File: config.mk
export PLATFORM = sky130hd
export DESIGN_NAME = tmr_unit
export DESIGN_NICKNAME = d
export VERILOG_FILES = /design/src/rtl/tmr_pkg.sv /design/src/rtl/tmr_prescaler.sv /design/src/rtl/tmr_channel.sv /design/src/rtl/tmr_unit.sv
export SDC_FILE = /design/constraint.sdc
export NUM_CORES = 1
export LEC_CHECK = 0
export BUFFER_PORTS_ARGS = -buffer_cell sky130_fd_sc_hd__buf_2
export CORE_UTILIZATION = 67
export DETAILED_ROUTE_END_ITERATION = 16
export PLACE_DENSITY = 0.86
export SYNTH_ARGS = -nofsm -noshare
export SYNTH_HDL_FRONTEND = slang
export SYNTH_SLANG_ARGS = --single-unit
File: constraint.sdc
create_clock -name clk -period 12.9 [get_ports clk]
set_input_delay 3.87 -clock clk [delete_from_list [all_inputs] [get_ports clk]]
set_output_delay 3.87 -clock clk [all_outputs]
set_load 0.01 [all_outputs]
File: src/rtl/tmr_pkg.sv
package tmr_pkg;

    localparam int NUM_CH  = 3;
    localparam int CNT_W   = 16;
    localparam int ADDR_W  = 10;
    localparam int DATA_W  = 16;
    localparam int REG_W   = 8;
    localparam int PDIV_W  = 6;
    localparam int OFS_W   = 4;

    localparam logic [ADDR_W-1:0] START_ADDR = 10'h280;

    typedef enum logic [OFS_W-1:0] {
        OFS_CTRL  = 4'd0,
        OFS_MODE  = 4'd1,
        OFS_PINS  = 4'd2,
        OFS_IEN   = 4'd4,
        OFS_STAT  = 4'd5,
        OFS_COUNT = 4'd6,
        OFS_CMP   = 4'd8
    } reg_ofs_e;

    typedef struct packed {
        logic [2:0] clr_src;
        logic [1:0] edge_sel;
        logic [2:0] clk_sel;
    } ctrl_t;

    localparam logic [2:0] CLR_ON_CMP = 3'd1;
    localparam logic [2:0] CLK_EXT    = 3'd4;
    localparam logic [1:0] EDGE_FALL  = 2'd1;
    localparam logic [1:0] EDGE_BOTH  = 2'd2;

    function automatic logic [ADDR_W-1:0] chan_base(input int idx);
        case (idx)
            0:       return 10'h300;
            1:       return 10'h380;
            default: return 10'h000;
        endcase
    endfunction

    function automatic logic [PDIV_W-1:0] div_last(input logic [2:0] sel);
        case (sel)
            3'd0:    return 6'd0;
            3'd1:    return 6'd3;
            3'd2:    return 6'd15;
            default: return 6'd63;
        endcase
    endfunction

    function automatic logic pin_init(input logic [3:0] code, input logic cur);
        if (code[3]) return cur;
        case (code[2:0])
            3'd1, 3'd2, 3'd3: return 1'b0;
            3'd5, 3'd6, 3'd7: return 1'b1;
            default:          return cur;
        endcase
    endfunction

    function automatic logic pin_on_match(input logic [3:0] code, input logic cur);
        if (code[3]) return cur;
        case (code[1:0])
            2'd1:    return 1'b0;
            2'd2:    return 1'b1;
            2'd3:    return ~cur;
            default: return cur;
        endcase
    endfunction

endpackage

File: src/rtl/tmr_prescaler.sv
module tmr_prescaler
    import tmr_pkg::*;
(
    input  logic       clk,
    input  logic       rst,
    input  logic       run,
    input  logic [2:0] clk_sel,
    input  logic [1:0] edge_sel,
    input  logic       ext_rise,
    input  logic       ext_fall,
    output logic       tick
);

    logic [PDIV_W-1:0] pcnt;
    logic              int_mode;
    logic              int_tick;
    logic              edge_hit;

    always_comb begin
        int_mode = (clk_sel < CLK_EXT);
        int_tick = run && int_mode && (pcnt == div_last(clk_sel));
        case (edge_sel)
            EDGE_FALL: edge_hit = ext_fall;
            EDGE_BOTH: edge_hit = ext_rise | ext_fall;
            default:   edge_hit = ext_rise;
        endcase
        tick = int_tick || (run && (clk_sel == CLK_EXT) && edge_hit);
    end

    always_ff @(posedge clk) begin
        if (rst || !run) begin
            pcnt <= '0;
        end else if (int_mode) begin
            pcnt <= int_tick ? '0 : pcnt + 1'b1;
        end
    end

endmodule

File: src/rtl/tmr_channel.sv
module tmr_channel
    import tmr_pkg::*;
(
    input  logic              clk,
    input  logic              rst,
    input  logic              run,
    input  logic              ext_rise,
    input  logic              ext_fall,
    input  logic              wr_en,
    input  logic [OFS_W-1:0]  ofs,
    input  logic [DATA_W-1:0] wdata,
    output logic [DATA_W-1:0] rdata,
    output logic              irq,
    output logic              pin_a,
    output logic              pin_b,
    output logic [CNT_W-1:0]  cnt,
    output logic              flag,
    output logic              match,
    output logic              cnt_wr,
    output logic              clr_on_cmp
);

    localparam int PAD_W = DATA_W - REG_W;

    ctrl_t             ctrl_r;
    logic [REG_W-1:0]  mode_r;
    logic [REG_W-1:0]  pins_r;
    logic [REG_W-1:0]  ien_r;
    logic [CNT_W-1:0]  cmp_r;
    logic              tick;
    logic              count_en;
    logic              stat_wr;
    logic              pins_wr;

    tmr_prescaler u_presc (
        .clk      (clk),
        .rst      (rst),
        .run      (run),
        .clk_sel  (ctrl_r.clk_sel),
        .edge_sel (ctrl_r.edge_sel),
        .ext_rise (ext_rise),
        .ext_fall (ext_fall),
        .tick     (tick)
    );

    always_comb begin
        cnt_wr     = wr_en && (ofs == OFS_COUNT);
        stat_wr    = wr_en && (ofs == OFS_STAT);
        pins_wr    = wr_en && (ofs == OFS_PINS);
        count_en   = tick && (mode_r[3:0] == 4'd0);
        match      = count_en && !cnt_wr && (cnt == cmp_r);
        clr_on_cmp = (ctrl_r.clr_src == CLR_ON_CMP);
        irq        = flag && ien_r[0];
    end

    always_comb begin
        case (ofs)
            OFS_CTRL:  rdata = {{PAD_W{1'b0}}, ctrl_r};
            OFS_MODE:  rdata = {{PAD_W{1'b0}}, mode_r};
            OFS_PINS:  rdata = {{PAD_W{1'b0}}, pins_r};
            OFS_IEN:   rdata = {{PAD_W{1'b0}}, ien_r};
            OFS_STAT:  rdata = {{(DATA_W-1){1'b0}}, flag};
            OFS_COUNT: rdata = cnt;
            OFS_CMP:   rdata = cmp_r;
            default:   rdata = '0;
        endcase
    end

    always_ff @(posedge clk) begin
        if (rst) begin
            ctrl_r <= '0;
            mode_r <= '0;
            pins_r <= '0;
            ien_r  <= '0;
            cmp_r  <= '0;
        end else if (wr_en) begin
            case (ofs)
                OFS_CTRL: ctrl_r <= ctrl_t'(wdata[REG_W-1:0]);
                OFS_MODE: mode_r <= wdata[REG_W-1:0];
                OFS_PINS: pins_r <= wdata[REG_W-1:0];
                OFS_IEN:  ien_r  <= wdata[REG_W-1:0];
                OFS_CMP:  cmp_r  <= wdata[CNT_W-1:0];
                default:  ;
            endcase
        end
    end

    always_ff @(posedge clk) begin
        if (rst) begin
            cnt <= '0;
        end else if (cnt_wr) begin
            cnt <= wdata[CNT_W-1:0];
        end else if (count_en) begin
            cnt <= (match && clr_on_cmp) ? '0 : cnt + 1'b1;
        end
    end

    always_ff @(posedge clk) begin
        if (rst) begin
            flag <= 1'b0;
        end else if (match) begin
            flag <= 1'b1;
        end else if (stat_wr) begin
            flag <= flag & wdata[0];
        end
    end

    always_ff @(posedge clk) begin
        if (rst) begin
            pin_a <= 1'b0;
            pin_b <= 1'b0;
        end else if (pins_wr) begin
            pin_a <= pin_init(wdata[7:4], pin_a);
            pin_b <= pin_init(wdata[3:0], pin_b);
        end else if (match) begin
            pin_a <= pin_on_match(pins_r[7:4], pin_a);
            pin_b <= pin_on_match(pins_r[3:0], pin_b);
        end
    end

endmodule

File: src/rtl/tmr_unit.sv
module tmr_unit
    import tmr_pkg::*;
(
    input  logic              clk,
    input  logic              rst,
    input  logic              bus_wr,
    input  logic [ADDR_W-1:0] bus_addr,
    input  logic [DATA_W-1:0] bus_wdata,
    output logic [DATA_W-1:0] bus_rdata,
    input  logic              ext_in,
    output logic [NUM_CH-1:0] irq,
    output logic [NUM_CH-1:0] pin_a,
    output logic [NUM_CH-1:0] pin_b
);

    logic [NUM_CH-1:0]             run_vec;
    logic                          ext_prev;
    logic                          ext_rise;
    logic                          ext_fall;
    logic                          start_hit;
    logic [NUM_CH-1:0]             ch_hit;
    logic [NUM_CH-1:0][DATA_W-1:0] ch_rdata;
    logic [NUM_CH-1:0][CNT_W-1:0]  cnt_vec;
    logic [NUM_CH-1:0]             flag_vec;
    logic [NUM_CH-1:0]             match_vec;
    logic [NUM_CH-1:0]             cnt_wr_vec;
    logic [NUM_CH-1:0]             clr_a_vec;

    always_comb begin
        start_hit = (bus_addr == START_ADDR);
        ext_rise  = ext_in && !ext_prev;
        ext_fall  = !ext_in && ext_prev;
    end

    always_ff @(posedge clk) begin
        if (rst) begin
            run_vec  <= '0;
            ext_prev <= 1'b0;
        end else begin
            ext_prev <= ext_in;
            if (bus_wr && start_hit) begin
                run_vec <= bus_wdata[NUM_CH-1:0];
            end
        end
    end

    generate
        for (genvar g = 0; g < NUM_CH; g++) begin : g_ch
            localparam logic [ADDR_W-1:0] BASE = chan_base(g);

            assign ch_hit[g] = (bus_addr[ADDR_W-1:OFS_W] == BASE[ADDR_W-1:OFS_W]);

            tmr_channel u_ch (
                .clk        (clk),
                .rst        (rst),
                .run        (run_vec[g]),
                .ext_rise   (ext_rise),
                .ext_fall   (ext_fall),
                .wr_en      (bus_wr && ch_hit[g]),
                .ofs        (bus_addr[OFS_W-1:0]),
                .wdata      (bus_wdata),
                .rdata      (ch_rdata[g]),
                .irq        (irq[g]),
                .pin_a      (pin_a[g]),
                .pin_b      (pin_b[g]),
                .cnt        (cnt_vec[g]),
                .flag       (flag_vec[g]),
                .match      (match_vec[g]),
                .cnt_wr     (cnt_wr_vec[g]),
                .clr_on_cmp (clr_a_vec[g])
            );
        end
    endgenerate

    always_comb begin
        bus_rdata = '0;
        if (start_hit) begin
            bus_rdata = {{(DATA_W-NUM_CH){1'b0}}, run_vec};
        end
        for (int i = 0; i < NUM_CH; i++) begin
            if (ch_hit[i]) begin
                bus_rdata = ch_rdata[i];
            end
        end
    end

endmodule

==> results_dict.tcl <==
set metrics [dict create \
    drt_iter0_drc 1452 \
    synth-adder-area-share 0.0262 \
    antenna_found_initial 0 \
    power.density_mw_per_mm2 116 \
    synth_flop_cell "dfxtp_1" \
    cts_tree "built" \
    worstPathMaxFanout 36 \
    ys_async_sr_fraction 0 \
    vdd_drop_max_mv 0.124 \
    period_needed_ns 10.21 \
    grt.total_usage 0.403 \
    syn_avg_cell_area_um2 8.12 \
    nNetsFinal 1550 \
    rows 49 \
    die_y_um 138 \
    yosysMostFrequentCell "dfxtp_1" \
    setup_viol 0 \
    initial_core_util 0.688 \
    cp_cell_sequence "buf_2 -> nor4b_4 -> buf_4 -> a22oi_1 -> a31oi_1 -> a21oi_1 -> o21ai_0 -> buf_2" \
    met2_length_um 17100 \
    worst_path_largest_cell_delay_ns 0.74 \
    synthTopCellsByCount "223 x dfxtp_1, 196 x nand2_1, 150 x nor2_1" \
    ys_seq_area_frac 0.360 \
    grt_overflow_total 0 \
    yosys_warnings 0 \
    timing.fmax_ghz 0.0980 \
    yosys.area_share.simple 0.213 \
    setup_tns_ns 0 \
    vias 12000 \
    p_leak_nw 5.40 \
    cp_data_required_time_ns 9.03 \
    synthDistinctLibCells 72 \
    port_buffers 54 \
    area_growth_syn_to_layout_pct 8.73 \
    dpl.hpwl_um 26800 \
    grt_pass1_vias 11100 \
    cts_buffers 25 \
    worst_pin_slew_ns 1.30 \
    final_cells 1741 \
    muxShareOfSynthArea 0.0889 \
    hp-class "flop to flop" \
    clock_sinks 223 \
    wl_per_cell_um 22.5 \
    synth_compound_area_frac 0.199 \
    arrival_ns 6.34 \
    clkTransAtPathRegs_ns 0.06 \
    fin_skew_ns 0.00682 \
    die_w_um 138 \
    maxSlewHeadroom 0.130 \
    gp_congestion 1.00 \
    wl_met1_um 15500 \
    post-route-period-util 0.791 \
    wl_um 39300 \
    syn-num-nets 1584 \
    synth_xor_xnor_area_share 0.0558 \
    synth-edff-count 0 \
    slew_violations 0 \
    drt.antenna.violating_nets 0 \
    ios 55 \
    drc 0 \
    synthTopCellsByArea "dfxtp_1 36%, mux2i_1 8.8%, nand2_1 5.9%, a22oi_1 5.3%, nor2_1 4.5%" \
    highest_layer "met4" \
    synth_top_cell_area_share 0.360 \
    dieArea_mm2 0.0191 \
    synth_top_family_by_area "simple AND/OR/NAND/NOR gates" \
    hold_viol_final 0 \
    h-tree-depth 1 \
    antenna_cells 0 \
    synth_area_mm2 0.0124 \
    crit_path_top_delay_cell "nor4b_4" \
    root_buffer "clkbuf_16" \
    maxCapViolations 0 \
    firstDrtPassIters 8 \
    cts_resized 0 \
    postSynthCellCount 1528 \
    synth-seq-cells 223 \
    netlist.top_cell.by_area "dfxtp_1" \
    clkLatencyLatePin_ns 0.53 \
    clock_path_buffers 3 \
    dp.cells 1696 \
    drive_above_1_share 0.0853 \
    grt_pass1_wl_um 61500 \
    via_per_inst 6.87 \
    cpMostUsedCell "buf_2" \
    critPathCaptureType "output port" \
    rsz0062_at_grt "no" \
    grt_max_degree 83 \
    critPathKind "input port to output port" \
    cts_hold_buf 0 \
    design.core.area_mm2 0.0180 \
    startpoint_type "input port" \
    status "complete, no violations" \
    cts_setup_buffers 0 \
    wl_met3_um 4610 \
]
-- kinds of logic (layout without fill, tap and decap cells) --
family / count (synthesis) / in the layout
AOI/OAI and AO/OA: 360 / 360
xor gates and xnor gates: 79 / 79
and+or+nand+nor: 560 / 560
buffers and inverters: 170 / 154
adders and majority gates: 26 / 26
DFF: 223 / 223
muxes: 110 / 110
-- flip-flops by register name, summed over array words and instances (netlist names) --
| signal | flops |
|---|---|
| g_ch.u_ch.cmp_r | 48 |
| g_ch.u_ch.u_presc.pcnt | 18 |
| g_ch.u_ch.cnt | 48 |
| g_ch.u_ch.mode_r | 24 |
| run_vec | 3 |
| g_ch.u_ch.pin_a | 3 |
| g_ch.u_ch.flag | 3 |
| ext_prev | 1 |
| g_ch.u_ch.pins_r | 24 |
| g_ch.u_ch.ctrl_r | 24 |
| g_ch.u_ch.ien_r | 24 |
| g_ch.u_ch.pin_b | 3 |
-- path summary, 6_finish.rpt --
kind / startpoint / endpoint / slack (ns) / depth (start not counted)
setup reg to reg: g_ch[0].u_ch.ctrl_r[1] / g_ch[0].u_ch.pin_b / 9.78 / 6
hold / removal: g_ch[1].u_ch.pin_a / g_ch[1].u_ch.pin_a / 0.49 / 2
hold reg to reg: g_ch[1].u_ch.pin_a / g_ch[1].u_ch.pin_a / 0.49 / 2
setup / recovery: bus_addr[1] / bus_rdata[7] / 2.69 / 8
-- cell type report --
class	count	area (µm²)
clock buffers	34	719
clock inverters	11	209
fillers	1360	4540
inverters	41	154
multi-input cells	1135	7270
flip-flops and latches	223	4460
well taps	229	287
repair buffers	68	378
-- critical path, delay by kind of cell --
kind | cells | cell delay, ns
compound gates | 4 | 0.73
buf+inv | 3 | 0.98
simple gates | 1 | 0.74
-- per-layer routing --
| metal | GRT usage | up-vias |
|---|---|---|
| met2 | 0.615 | 770 |
| met5 | 0 | - |
| li1 | - | 5401 |
| met3 | 0.0769 | 153 |
| met1 | 0.548 | 5641 |
| met4 | 0.193 | 0 |
-- placed cells by master, fill, tap and decap left out, drive strengths merged, types with 34 or more instances in the layout --
cell type,synthesis,final
inv,41,42
a21oi,103,103
mux2i,109,109
clkbuf,102,34
nand3,62,62
a22oi,88,88
dfxtp,223,223
o21ai,37,37
xnor2,62,62
buf,27,68
nand2,196,196
nor2,150,150
-- report_power, final --
| group | total (mW) | leakage [nW] | switching (mW) | internal [mW] |
|---|---|---|---|---|
| logic | 0.0721 | 3.15 | 0.0561 | 0.0159 |
| clock network | 0.804 | 0.460 | 0.295 | 0.509 |
| registers | 0.693 | 1.80 | 0.00265 | 0.690 |
| total | 1.57 | 5.40 | 0.354 | 1.21 |
-- metrics by stage --
step | power, mW | hold slack, ns | utilization | worst slack [ns] | cell area (µm²)
2_1_floorplan | 0.747 | 0.449 | - | 3.43 | 12400
3_3_place_gp | 0.775 | 0.461 | 0.697 | 2.92 | 12600
3_5_place_dp | 0.776 | 0.480 | 0.697 | 2.83 | 12600
4_1_cts | 1.57 | 0.488 | 0.748 | 2.82 | 13500
5_1_grt | 1.60 | 0.505 | 0.748 | 2.66 | 13500
6_report | 1.57 | 0.487 | 0.748 | 2.69 | 13500
Power figures use the tool's default switching activity.
